File: src/rtl/cart_dma.sv
module cart_dma #(
  parameter int          LEN_W     = 24,
  parameter logic [31:0] MEM_MASK  = 32'h007F_FFFE,
  parameter logic [31:0] CART_MASK = 32'hFFFF_FFFE,
  localparam int         CNT_W     = LEN_W + 1
) (
  input  logic        clk,
  input  logic        rst_n,
  input  logic        reg_wr,
  input  logic [4:0]  reg_addr,
  input  logic [31:0] reg_wdata,
  output logic [31:0] reg_rdata,
  output logic [31:0] mem_addr,
  input  logic [7:0]  mem_rdata,
  output logic [7:0]  mem_wdata,
  output logic        mem_we,
  output logic [31:0] cart_addr,
  input  logic [7:0]  cart_rdata,
  output logic [7:0]  cart_wdata,
  output logic        cart_we,
  output logic        irq
);

  logic [31:0]      mem_reg, cart_reg, mem_base, cart_base;
  logic [CNT_W-1:0] m2c_len, c2m_len, len_q, cnt;
  logic             busy, to_mem, irq_q;

  wire hit_m2c = reg_wr && reg_addr == 5'h08;
  wire hit_c2m = reg_wr && reg_addr == 5'h0C;
  wire hit_st  = reg_wr && reg_addr == 5'h10;
  wire start   = (hit_m2c || hit_c2m) && !busy;
  wire abort   = hit_st && reg_wdata[0];
  wire ack     = hit_st && reg_wdata[1];

  wire [31:0]      mem_lat  = mem_reg & MEM_MASK;
  wire [31:0]      cart_lat = cart_reg & CART_MASK;
  wire [CNT_W-1:0] raw_len  = {1'b0, reg_wdata[LEN_W-1:0]} + CNT_W'(1);
  wire [CNT_W-1:0] skew     = CNT_W'(mem_lat[2:0]);
  wire [CNT_W-1:0] eff_len  = (raw_len > skew) ? raw_len - skew : '0;

  wire moving = busy && cnt != len_q;
  wire finish = busy && cnt == len_q;

  assign mem_addr   = mem_base + 32'(cnt);
  assign cart_addr  = cart_base + 32'(cnt);
  assign mem_wdata  = cart_rdata;
  assign cart_wdata = mem_rdata;
  assign mem_we     = moving && to_mem;
  assign cart_we    = moving && !to_mem;
  assign irq        = irq_q;

  always_comb begin
    case (reg_addr)
      5'h00:   reg_rdata = mem_reg;
      5'h04:   reg_rdata = cart_reg;
      5'h08:   reg_rdata = 32'(m2c_len);
      5'h0C:   reg_rdata = 32'(c2m_len);
      5'h10:   reg_rdata = {28'd0, irq_q, 1'b0, busy, busy};
      default: reg_rdata = '0;
    endcase
  end

  always_ff @(posedge clk) begin
    if (!rst_n) begin
      mem_reg   <= '0;
      cart_reg  <= '0;
      mem_base  <= '0;
      cart_base <= '0;
      m2c_len   <= '0;
      c2m_len   <= '0;
      len_q     <= '0;
      cnt       <= '0;
      busy      <= 1'b0;
      to_mem    <= 1'b0;
      irq_q     <= 1'b0;
    end else begin
      if (reg_wr && reg_addr == 5'h00) mem_reg  <= reg_wdata;
      if (reg_wr && reg_addr == 5'h04) cart_reg <= reg_wdata;
      if (start) begin
        mem_base  <= mem_lat;
        cart_base <= cart_lat;
        len_q     <= eff_len;
        cnt       <= '0;
        busy      <= 1'b1;
        to_mem    <= hit_c2m;
        if (hit_m2c) m2c_len <= eff_len;
        else         c2m_len <= eff_len;
      end else if (abort) begin
        busy <= 1'b0;
      end else if (moving) begin
        cnt <= cnt + CNT_W'(1);
      end else if (finish) begin
        busy     <= 1'b0;
        irq_q    <= 1'b1;
        mem_reg  <= mem_base + 32'(len_q);
        cart_reg <= cart_base + 32'(len_q);
      end
      if (ack) irq_q <= 1'b0;
    end
  end

endmodule


File: config.mk
export PLATFORM = sky130hd
export DESIGN_NAME = cart_dma
export DESIGN_NICKNAME = d
export VERILOG_FILES = /design/src/rtl/cart_dma.sv
export SDC_FILE = /design/constraint.sdc
export NUM_CORES = 1
export LEC_CHECK = 0
export BUFFER_PORTS_ARGS = -buffer_cell sky130_fd_sc_hd__buf_2
export CORE_MARGIN = 3
export CORE_UTILIZATION = 54
export CTS_CLUSTER_DIAMETER = 40
export DETAILED_ROUTE_END_ITERATION = 8
export HOLD_SLACK_MARGIN = 0.06
export PLACE_DENSITY = 0.77
export SLEW_MARGIN = 10
export SYNTH_ARGS = -nofsm -noshare
export SYNTH_HDL_FRONTEND = slang
export SYNTH_SLANG_ARGS = --single-unit
File: constraint.sdc
create_clock -name clk -period 2.99 [get_ports clk]
set_input_delay 0 -clock clk [delete_from_list [all_inputs] [get_ports clk]]
set_output_delay 0 -clock clk [all_outputs]
set_load 0.005 [all_outputs]
==> reports/metrics.cfg, run 1 <==
[run_status]
outcome = finished with violations
violations = setup timing

[sta]
setup_ws_ns = -0.659
min_period_ns = 3.65
hold_viol = 0
max_freq_mhz = 274
drv_slew = 0
setup-tns-final_ns = -10.60
worstMarginPinSlew_ns = 0.935
post-route-period-util_pct = 122
rsz0062_at_grt = yes
max-slew-margin-rel_pct = 37.0
clock_skew_ns = 0.0152
setup-violations-final = 32
whs_ns = 0.0778

[route]
drc = 0
firstDrtPassIters = 5
drt_iter0_drc = 1738
drt-total-wl_mm = 52.4
wl_per_cell_um = 20.8
routed_via_density = 6.34
vias = 16000
drtAntennaViolNets = 0

[synth]
async_flop_share_pct = 0
ys_types = 82
syn_inst = 1820
syn_area_um2 = 15400
ys_ff_latch = 220
syn_area_per_cell_um2 = 8.43
seq_area_frac_synth_pct = 28.7
synth-main-ff-cell = dfxtp_1
synth_warnings = 0
synth_edf_count = 0

[floorplan]
die-width_um = 175
rows = 61
die_area_um2 = 30500
core_area_um2 = 27900
die_height_um = 175
io_pins = 171
initial_core_util_pct = 55.0

[worst_setup_path]
max_stage_delay_ns = 0.49
critPathKind = reg2out
crit_chain = ha_4 > inv_2 > fa_2 > nor2b_4 > o31a_1 > o211ai_1 > a2111o_1 > a31o_4 > a2111oi_4 > buf_4 > o21a_4 > o311ai_1 > xnor2_1 > buf_2
worstPathRequired_ns = 2.99
crit_arrival_ns = 3.65
cp-start-kind = flop
endpoint_kind = output pin
critPathSlowestCell = a2111o_1
crit_fanout = 4

[clock_tree]
clkLatencyLatePin_ns = 0.56
cts_tree = yes
clk_pin_slew_worst_paths_ns = 0.06
numClockSinks = 220
htree_levels = 1
cts-root-buf = clkbuf_16
cts_buffers = 30
clockBufferDepth = 3

[placement]
io_buffers = 132
gp_congestion = 0.958
dp_slack_ns = -0.328
placed_cells = 2359
hpwl_mm = 37.2
post_dp_cell_area_um2 = 17100

[layout]
final_nets = 2281
syn2layout_area_growth_pct = 29.5
drive_above_1_share_pct = 26.4
diodes = 0
layout.cells.non_filler = 2525
fillCellCount = 2067
final_util_pct = 71.2
design_area_um2 = 19900

[min_path]
hp-class = in2reg

[global_routing]
antenna_found_initial = 0
grt_pass1_vias = 14800
grt.overflow.total = 0
grt_pass1_wl_mm = 79.3
track_usage_pct = 31.8
grt_max_degree = 54

[power]
peakVddDrop_v = 0.000410
powerDensity_nw_per_um2 = 368
p_leak_nw = 8.76
finalPower_mw = 7.31

[run]
cap_violations = 0

==> synthesized netlist by cell type (6+ instances only) <==
library cell / count / area, um^2
o211ai_1: 19 / 143
nor3b_1: 7 / 52.6
and2_1: 31 / 194
buf_2: 12 / 60.1
o21ai_0: 80 / 400
o311ai_0: 9 / 78.8
nand4_1: 19 / 119
nand2b_1: 18 / 113
a2111oi_0: 9 / 78.8
a31o_2: 6 / 52.6
inv_1: 55 / 206
and4_1: 7 / 61.3
a311oi_1: 20 / 175
and3_1: 23 / 144
o21a_1: 17 / 128
a21o_1: 25 / 188
nor2_1: 161 / 604
nand3_1: 50 / 250
o31a_1: 6 / 52.6
clkbuf_1: 66 / 248
or4_1: 8 / 60.1
buf_4: 24 / 180
mux4_2: 25 / 563
dfxtp_1: 220 / 4400
xor2_1: 51 / 447
ha_1: 96 / 1200
or3_1: 16 / 100
nor2b_1: 15 / 93.8
nor4_1: 13 / 81.3
o21bai_1: 6 / 45.0
buf_1: 9 / 33.8
a211oi_1: 37 / 278
a22o_1: 96 / 841
o31ai_1: 6 / 45.0
mux2i_1: 34 / 340
a31oi_1: 14 / 87.6
a211o_1: 6 / 52.6
a21oi_1: 99 / 495
xnor2_1: 104 / 911
nor3_1: 44 / 220
nand2_1: 175 / 657
==> critical path: cells and delay by family, from the launching register on <==
kind / cells / cell delay (ns)
AO/OA/AOI/OAI: 7 / 1.60
buffers and inverters: 3 / 0.35
adder cells (fa/ha/maj): 2 / 0.49
flip-flops: 1 / 0.36
AND/OR/NAND/NOR: 1 / 0.13
XOR/XNOR: 1 / 0.15
==> final cells by class <==
class | count | area, um^2 | area share [%]
clock buffers | 34 | 807 | 4.06
clock inverters | 21 | 256 | 1.29
inverters | 56 | 214 | 1.08
multi-input cells | 1434 | 11000 | 55.3
flip-flops and latches | 220 | 4430 | 22.3
well taps | 378 | 473 | 2.38
repair buffers | 382 | 2710 | 13.6
==> what timing repair did <==
item | CTS | global route
hold endpoints to repair | 88 | 0
cloned | 0 | 1
endpoints found under the setup margin | 35 | 89
resized for setup | 81 | 96
hold buffers | 46 | 0
buffers inserted | 35 | 35
pin swaps | 43 | 60
==> cell usage in the layout (no fill, tap or decap), types with 7 or more instances in the layout <==
| cell type | count |
|---|---|
| nor2b_1 | 12 |
| a22o_1 | 96 |
| or3_1 | 16 |
| nor4_1 | 10 |
| nor2_1 | 151 |
| a21o_1 | 25 |
| a31oi_1 | 10 |
| a21oi_1 | 91 |
| inv_1 | 51 |
| buf_6 | 11 |
| and2_1 | 31 |
| nand2b_1 | 16 |
| and3_1 | 23 |
| a211oi_2 | 9 |
| clkbuf_16 | 31 |
| a21oi_2 | 7 |
| o21ai_0 | 69 |
| o21a_1 | 16 |
| ha_4 | 12 |
| xor2_1 | 47 |
| o21ai_1 | 9 |
| o211ai_1 | 19 |
| a211oi_1 | 28 |
| ha_1 | 81 |
| nand3_1 | 47 |
| mux2i_1 | 34 |
| and4_1 | 7 |
| nand4_1 | 19 |
| buf_4 | 192 |
| nor3b_1 | 7 |
| xnor2_1 | 101 |
| buf_2 | 132 |
| nor3_1 | 36 |
| mux4_2 | 25 |
| dfxtp_1 | 206 |
| dfxtp_2 | 12 |
| nand2_1 | 172 |
| a311oi_1 | 20 |
| dlygate4sd3_1 | 46 |
==> report_power, final <==
group | internal [mW] | leakage [nW] | switching (mW)
Clock | 2.26 | 0.528 | 1.52
Sequential | 2.96 | 1.78 | 0.0343
Combinational | 0.207 | 6.45 | 0.335
Total | 5.42 | 8.76 | 1.89
==> final timing paths <==
| path | startpoint | cells past startpoint | endpoint | slack (ns) |
|---|---|---|---|---|
| min | reg_wdata[5] | 5 | len_q[7]$_SDFFE_PN0P_ | 0.08 |
| max reg2reg | cart_base[1]$_SDFFE_PN0P_ | 15 | cart_reg[29]$_SDFF_PN0_ | -0.22 |
| min reg2reg | c2m_len[0]$_SDFFE_PN0P_ | 2 | c2m_len[0]$_SDFFE_PN0P_ | 0.45 |
| max | cart_base[1]$_SDFFE_PN0P_ | 14 | cart_addr[29] | -0.66 |
==> cells by family (layout without fill, tap and decap cells) <==
kind of cell	count (synthesis)	after routing	synth area share (%)
simple gates	609	610	19.5
fa+ha+maj	101	101	8.48
compound gates	499	499	23.2
xor+xnor	155	155	8.84
other cells	1	6	0.0244
flops	220	220	28.7
buf+inv	172	493	5.09
mux	63	63	6.18
==> per-layer routing <==
metal  GRT usage [%]  vias up  share of wire [%]
li1                -     7299                  -
met1            45.8     7593                 42
met2            50.6      972                 45
met3            4.54      141                 11
met4            7.81        0                2.8
met5               0        -                  0
Power figures use the tool's default switching activity.
==> inputs of run 2 (changes only) <==
- CORE_UTILIZATION: 54 -> 29
- PLACE_DENSITY: 0.77 -> default
- clock period: 2.99 -> 4.1 ns (I/O delays scaled with it)
==> reports/metrics.cfg, run 2 (synthesis gave the netlist of run 1 again) <==
[clock_tree]
clkLatencyLatePin_ns = 0.52  ; -0.04 ns
clockBufferDepth = 3  ; unchanged
clk_pin_slew_worst_paths_ns = 0.06  ; about the same
numClockSinks = 220  ; unchanged
cts_tree = yes
cts-root-buf = clkbuf_16
cts_buffers = 34  ; +13%
htree_levels = 2  ; +1

[run_status]
outcome = finished, final reports clean

[power]
finalPower_mw = 5.64  ; -23%
switching_power_mw = 1.35  ; -28%
peakVddDrop_v = 0.000224  ; -45%
comb_power_share_pct = 6.7  ; -0.7 points
powerDensity_nw_per_um2 = 308  ; -16%
p_leak_nw = 7.79  ; -11%
p_clk_share_pct = 54.5  ; +2.8 points
p_int_mw = 4.28  ; -21%
sw_frac_of_total_pct = 24.0  ; -1.8 points
seqPwrFrac_pct = 38.8  ; -2.1 points

[worst_setup_path]
rr_startpoint = len_q[1]$_SDFFE_PN0P_
worstPathRequired_ns = 4.10  ; +1.11 ns
worstReg2RegEnd = mem_reg[23]$_SDFF_PN0_
crit_fanout = 6  ; +2
endpoint_kind = output pin
reg2reg_slack_ns = 0.60  ; +0.82 ns
critPathKind = reg2out
cp-start-kind = flop
reg2regPathDepth = 11  ; -4
crit_arrival_ns = 3.93  ; +0.28 ns

[route]
drt_iter0_drc = 1232  ; -29%
wl_per_cell_um = 19.6  ; -5.4%
firstDrtPassIters = 5  ; unchanged
vias = 14500  ; -9.4%
routed_via_density = 5.46  ; -14%
drtAntennaViolNets = 0  ; unchanged
drt-total-wl_mm = 52.2  ; -0.47%
drc = 0  ; unchanged

[global_routing]
track_usage_pct = 17.8  ; -14 points
grt_pass1_vias = 13500  ; -9.2%
grt.busiest_layer = met1
grt_pass1_wl_mm = 79.2  ; about the same
grt.overflow.total = 0  ; unchanged
met2_usage_pct = 26.3  ; -24 points
antenna_found_initial = 1  ; +1
grt_use_met3_pct = 2.63  ; -1.9 points
grt_max_degree = 60  ; +11%
grt_use_met1_pct = 27.2  ; -19 points

[layout]
syn2layout_area_growth_pct = 19.3
final_nets = 2111  ; -7.5%
design_area_um2 = 18300  ; -7.9%
layout_common_cells = 218 x dfxtp_1, 174 x nand2_1, 157 x nor2_1, 132 x buf_2, 104 x xnor2_1
drive_above_1_share_pct = 14.8  ; -12 points
diodes = 0  ; unchanged
final_common_cell = dfxtp_1

[sta]
max-slew-margin-rel_pct = 48.0  ; +11 points
min_period_ns = 3.93
post-route-period-util_pct = 95.8
whs_ns = 0.0938  ; +0.0160 ns
drv_slew = 0  ; unchanged
hold_viol = 0  ; unchanged
setup-violations-final = 0  ; -100%
worstMarginPinSlew_ns = 0.774  ; -0.161 ns
clock_skew_ns = 0.0230  ; +0.00776 ns
max_freq_mhz = 255

[placement]
hpwl_mm = 40.7  ; +9.2%
gp_congestion = 0.876  ; -8.6%
post_dp_cell_area_um2 = 16600  ; -2.6%
io_buffers = 132  ; unchanged

[floorplan]
io_pins = 171  ; unchanged
initial_core_util_pct = 29.6  ; -25 points
die_height_um = 236  ; +35%
die-width_um = 236  ; +35%
rows = 83  ; +36%
die_area_um2 = 55700  ; +83%
core_area_um2 = 51800  ; +86%

[min_path]
hold-path-endpoint = len_q[12]$_SDFFE_PN0P_
hp-start = reg_wdata[11]
hp-class = in2reg
min_path_cells = 4  ; -1

[run]
cap_violations = 0  ; unchanged

==> run 2: worst max-delay path: stages, from the launching register on <==
cell and delay [ns]:
dfxtp_4 0.37, ha_2 0.19, inv_1 0.05, fa_1 0.40, nor2b_1 0.16, o31a_1 0.24
o211ai_1 0.13, a2111o_1 0.44, a31o_4 0.27, a2111oi_2 0.32, buf_4 0.18, o21a_2 0.18
o311ai_0 0.16, xnor2_1 0.16, buf_2 0.14
==> run 2: worst max path at each step <==
stage / startpoint / end / slack [ns]
floorplan: cnt[1]$_SDFFE_PP0P_ / cart_addr[29] / 0.97
global placement: cnt[1]$_SDFFE_PP0P_ / cart_addr[29] / 0.47
detailed placement: cnt[1]$_SDFFE_PP0P_ / cart_addr[29] / 0.49
CTS: cart_base[1]$_SDFFE_PN0P_ / cart_addr[29] / 0.03
global route: cnt[1]$_SDFFE_PP0P_ / cart_addr[29] / -0.04
finish: cnt[1]$_SDFFE_PP0P_ / cart_addr[27] / 0.17
==> run 2: layout make-up <==
| type | count | area (um^2) |
|---|---|---|
| Multi-Input combinational cell | 1433 | 10300 |
| Clock inverter | 17 | 264 |
| Inverter | 56 | 210 |
| Fill cell | 5309 | 33500 |
| Sequential cell | 220 | 4410 |
| Tap cell | 680 | 851 |
| Timing Repair Buffer | 209 | 1380 |
| Clock buffer | 42 | 952 |
==> run 2: power by group through the flow <==
stage	logic [mW]	clock network [mW]	registers, mW
global route	0.408	3.21	2.19
finish	0.380	3.07	2.19
CTS	0.378	3.10	2.19
detailed placement	0.340	0	2.23
global placement	0.335	0	2.23
floorplan	0.232	0	2.22
==> run 2: metrics by stage <==
step                setup TNS, ns  worst slack, ns  std cells  utilization [%]
finish                          0            0.173       2657             35.4
global route              -0.0684          -0.0354       2657             35.4
CTS                             0           0.0283       2655             35.3
detailed placement              0            0.487       2551             32.0
global placement                0            0.466       2551             32.0
floorplan                       0            0.967       1825                -
==> run 2: routing by layer <==
layer | share of wire (%) | routed length [um]
met2 | 42 | 21800
met3 | 6.7 | 3510
met5 | 0.025 | 13
met4 | 1.9 | 971
met1 | 50 | 25900
==> run 2: what timing repair did <==
| item | CTS | global route |
|---|---|---|
| hold buffers | 45 | 0 |
| gates resized for setup | 2 | 15 |
| pin swaps | 0 | 6 |
| setup buffers | 0 | 2 |
| hold endpoints to repair | 77 | 0 |
| endpoints found under the setup margin | 3 | 14 |
==> inputs of run 3 (changes only) <==
- PLACE_DENSITY: default -> 0.51
==> reports/metrics.cfg, run 3 (synthesis gave the netlist of run 1 again) <==
[route]
drc = 0  ; unchanged
drt_iter0_drc = 1094  ; -11%
drtAntennaViolNets = 0  ; unchanged
wl_met3_mm = 2.79  ; -20%
vias = 14200  ; -2.3%
wl_per_cell_um = 19.6  ; about the same
wl_met2_mm = 22.1  ; +1.6%
drt-total-wl_mm = 52.4  ; +0.32%
dr.max_layer_used = met4
firstDrtPassIters = 5  ; unchanged
routed_via_density = 5.32  ; -2.6%
met1_length_mm = 26.6  ; +2.5%

[floorplan]
initial_core_util_pct = 29.6  ; unchanged
io_pins = 171  ; unchanged
die_height_um = 236  ; unchanged
die_area_um2 = 55700  ; unchanged
die-width_um = 236  ; unchanged
rows = 83  ; unchanged
core_area_um2 = 51800  ; unchanged

[power]
p_int_mw = 4.44  ; +3.7%
comb_power_share_pct = 6.4  ; -0.3 points
switching_power_mw = 1.41  ; +4.1%
peakVddDrop_v = 0.000225  ; +0.47%
seqPwrFrac_pct = 37.4  ; -1.4 points
p_leak_nw = 7.83  ; +0.56%
sw_frac_of_total_pct = 24.1  ; +0.078 points
p_clk_share_pct = 56.2  ; +1.7 points
powerDensity_nw_per_um2 = 317  ; +3.1%
finalPower_mw = 5.85  ; +3.8%

[min_path]
hold-path-endpoint = len_q[7]$_SDFFE_PN0P_
min_path_cells = 5  ; +1
hp-class = in2reg
hp-start = reg_wdata[5]

[worst_setup_path]
worstReg2RegEnd = cart_reg[25]$_SDFF_PN0_
worstSetupPathDepth = 14  ; unchanged
max_stage_delay_ns = 0.43  ; about the same
critPathKind = reg2out
reg2reg_slack_ns = 0.62  ; +0.02 ns
crit_arrival_ns = 3.85  ; -0.08 ns
cp-start-kind = flop
endpoint_kind = output pin
critPathSlowestCell = a2111o_1
crit_fanout = 4  ; -2
worstPathRequired_ns = 4.10  ; about the same
crit_chain = ha_2 > inv_1 > fa_1 > nor2b_2 > o31a_1 > o211ai_1 > a2111o_1 > a31o_2 > a2111oi_4 > buf_4 > o21a_4 > o311ai_1 > xnor2_1 > buf_2
reg2regPathDepth = 12  ; +1
crit_buf_inv = 3  ; unchanged
path_delay_family = compound AO/OA/AOI/OAI gates
rr_startpoint = len_q[1]$_SDFFE_PN0P_

[sta]
max_freq_mhz = 260  ; +2.0%
post-route-period-util_pct = 93.9  ; -1.9 points
setup_ws_ns = 0.249  ; +0.0769 ns
max-slew-margin-rel_pct = 38.4  ; -9.6 points
clock_skew_ns = 0.0257  ; +0.00278 ns
setup-violations-final = 0  ; unchanged
min_period_ns = 3.85  ; -0.0769 ns
drv_slew = 0  ; unchanged
rsz0062_at_grt = no
hold_viol = 0  ; unchanged
worstMarginPinSlew_ns = 0.917  ; +0.143 ns
setup-tns-final_ns = 0  ; unchanged

[clock_tree]
clk_pin_slew_worst_paths_ns = 0.05  ; about the same
htree_levels = 2  ; unchanged
cts_buffers = 36  ; +5.9%
numClockSinks = 220  ; unchanged
clkLatencyLatePin_ns = 0.53  ; about the same
clockBufferDepth = 3  ; unchanged
cts_tree = yes
cts-root-buf = clkbuf_16

[global_routing]
grt.overflow.total = 0  ; unchanged
grt_pass1_wl_mm = 80.3  ; +1.4%
grt_max_degree = 72  ; +20%
track_usage_pct = 18.1  ; +0.27 points
grt_pass1_vias = 13600  ; +1.3%
antenna_found_initial = 1  ; unchanged

[layout]
design_area_um2 = 18400  ; +0.68%
final_nets = 2115  ; +0.19%
final_common_cell = dfxtp_1
drive_above_1_share_pct = 15.0  ; +0.24 points
diodes = 0  ; unchanged
syn2layout_area_growth_pct = 20.2
layout_common_cells = 218 x dfxtp_1, 175 x nand2_1, 157 x nor2_1, 132 x buf_2, 104 x xnor2_1

[placement]
post_dp_cell_area_um2 = 16600  ; unchanged
dp_slack_ns = 0.284  ; -0.202 ns
io_buffers = 132  ; unchanged
gp_congestion = 0.859  ; -1.9%
hpwl_mm = 41.0  ; +0.72%

[run_status]
outcome = finished, final reports clean

[run]
cap_violations = 0  ; unchanged

## run 3: metal layers
layer,vias up,global-route usage [%]
met5,-,0
met4,0,3.67
met3,57,2.23
met2,393,27.2
met1,6735,27.6
li1,6989,-
## run 3: area by class of cell
type / count / area [um^2]
repair buffers: 211 / 1390
clock buffers: 42 / 953
well taps: 680 / 851
fillers: 5329 / 33400
flip-flops and latches: 220 / 4410
clock inverters: 24 / 360
multi-input cells: 1433 / 10300
inverters: 56 / 210
## run 3: what timing repair did
| action | 4_1_cts | 5_1_grt |
|---|---|---|
| setup buffers | 1 | 2 |
| endpoints found under the setup margin | 7 | 14 |
| gates resized for setup | 4 | 10 |
| pin swaps | 1 | 6 |
| endpoints found under the hold margin | 81 | 0 |
| hold buffers | 46 | 0 |
## run 3: power groups by stage
stage,logic (mW),clock network [mW],registers (mW)
5_1_grt,0.412,3.44,2.19
4_1_cts,0.378,3.34,2.19
3_3_place_gp,0.337,0,2.23
2_1_floorplan,0.232,0,2.22
6_report,0.377,3.29,2.19
3_5_place_dp,0.340,0,2.23
## run 3: through the flow
step	utilization (%)	instances	hold slack, ns
after floorplan	-	1825	0.0808
after global placement	32.0	2551	0.0000346
after detailed placement	32.0	2551	0.0000346
after CTS	35.5	2664	0.0645
after global routing	35.6	2666	0.123
final	35.6	2666	0.0820
## run 3: how the worst max path moves through the flow
stage	endpoint	start	slack, ns
6_report	cart_addr[29]	cart_base[1]$_SDFFE_PN0P_	0.25
5_1_grt	cart_addr[31]	cnt[1]$_SDFFE_PP0P_	0.002
4_1_cts	mem_addr[22]	mem_base[2]$_SDFFE_PN0P_	0.006
3_5_place_dp	cart_addr[29]	cnt[1]$_SDFFE_PP0P_	0.28
3_3_place_gp	cart_addr[29]	cnt[1]$_SDFFE_PP0P_	0.43
2_1_floorplan	cart_addr[29]	cnt[1]$_SDFFE_PP0P_	0.97
## run 3: worst min-delay path, stage by stage
cell and delay, ns:
buf_2 0.15, nor2_1 0.08, o21ai_0 0.09, o211ai_1 0.15, o21ai_0 0.09
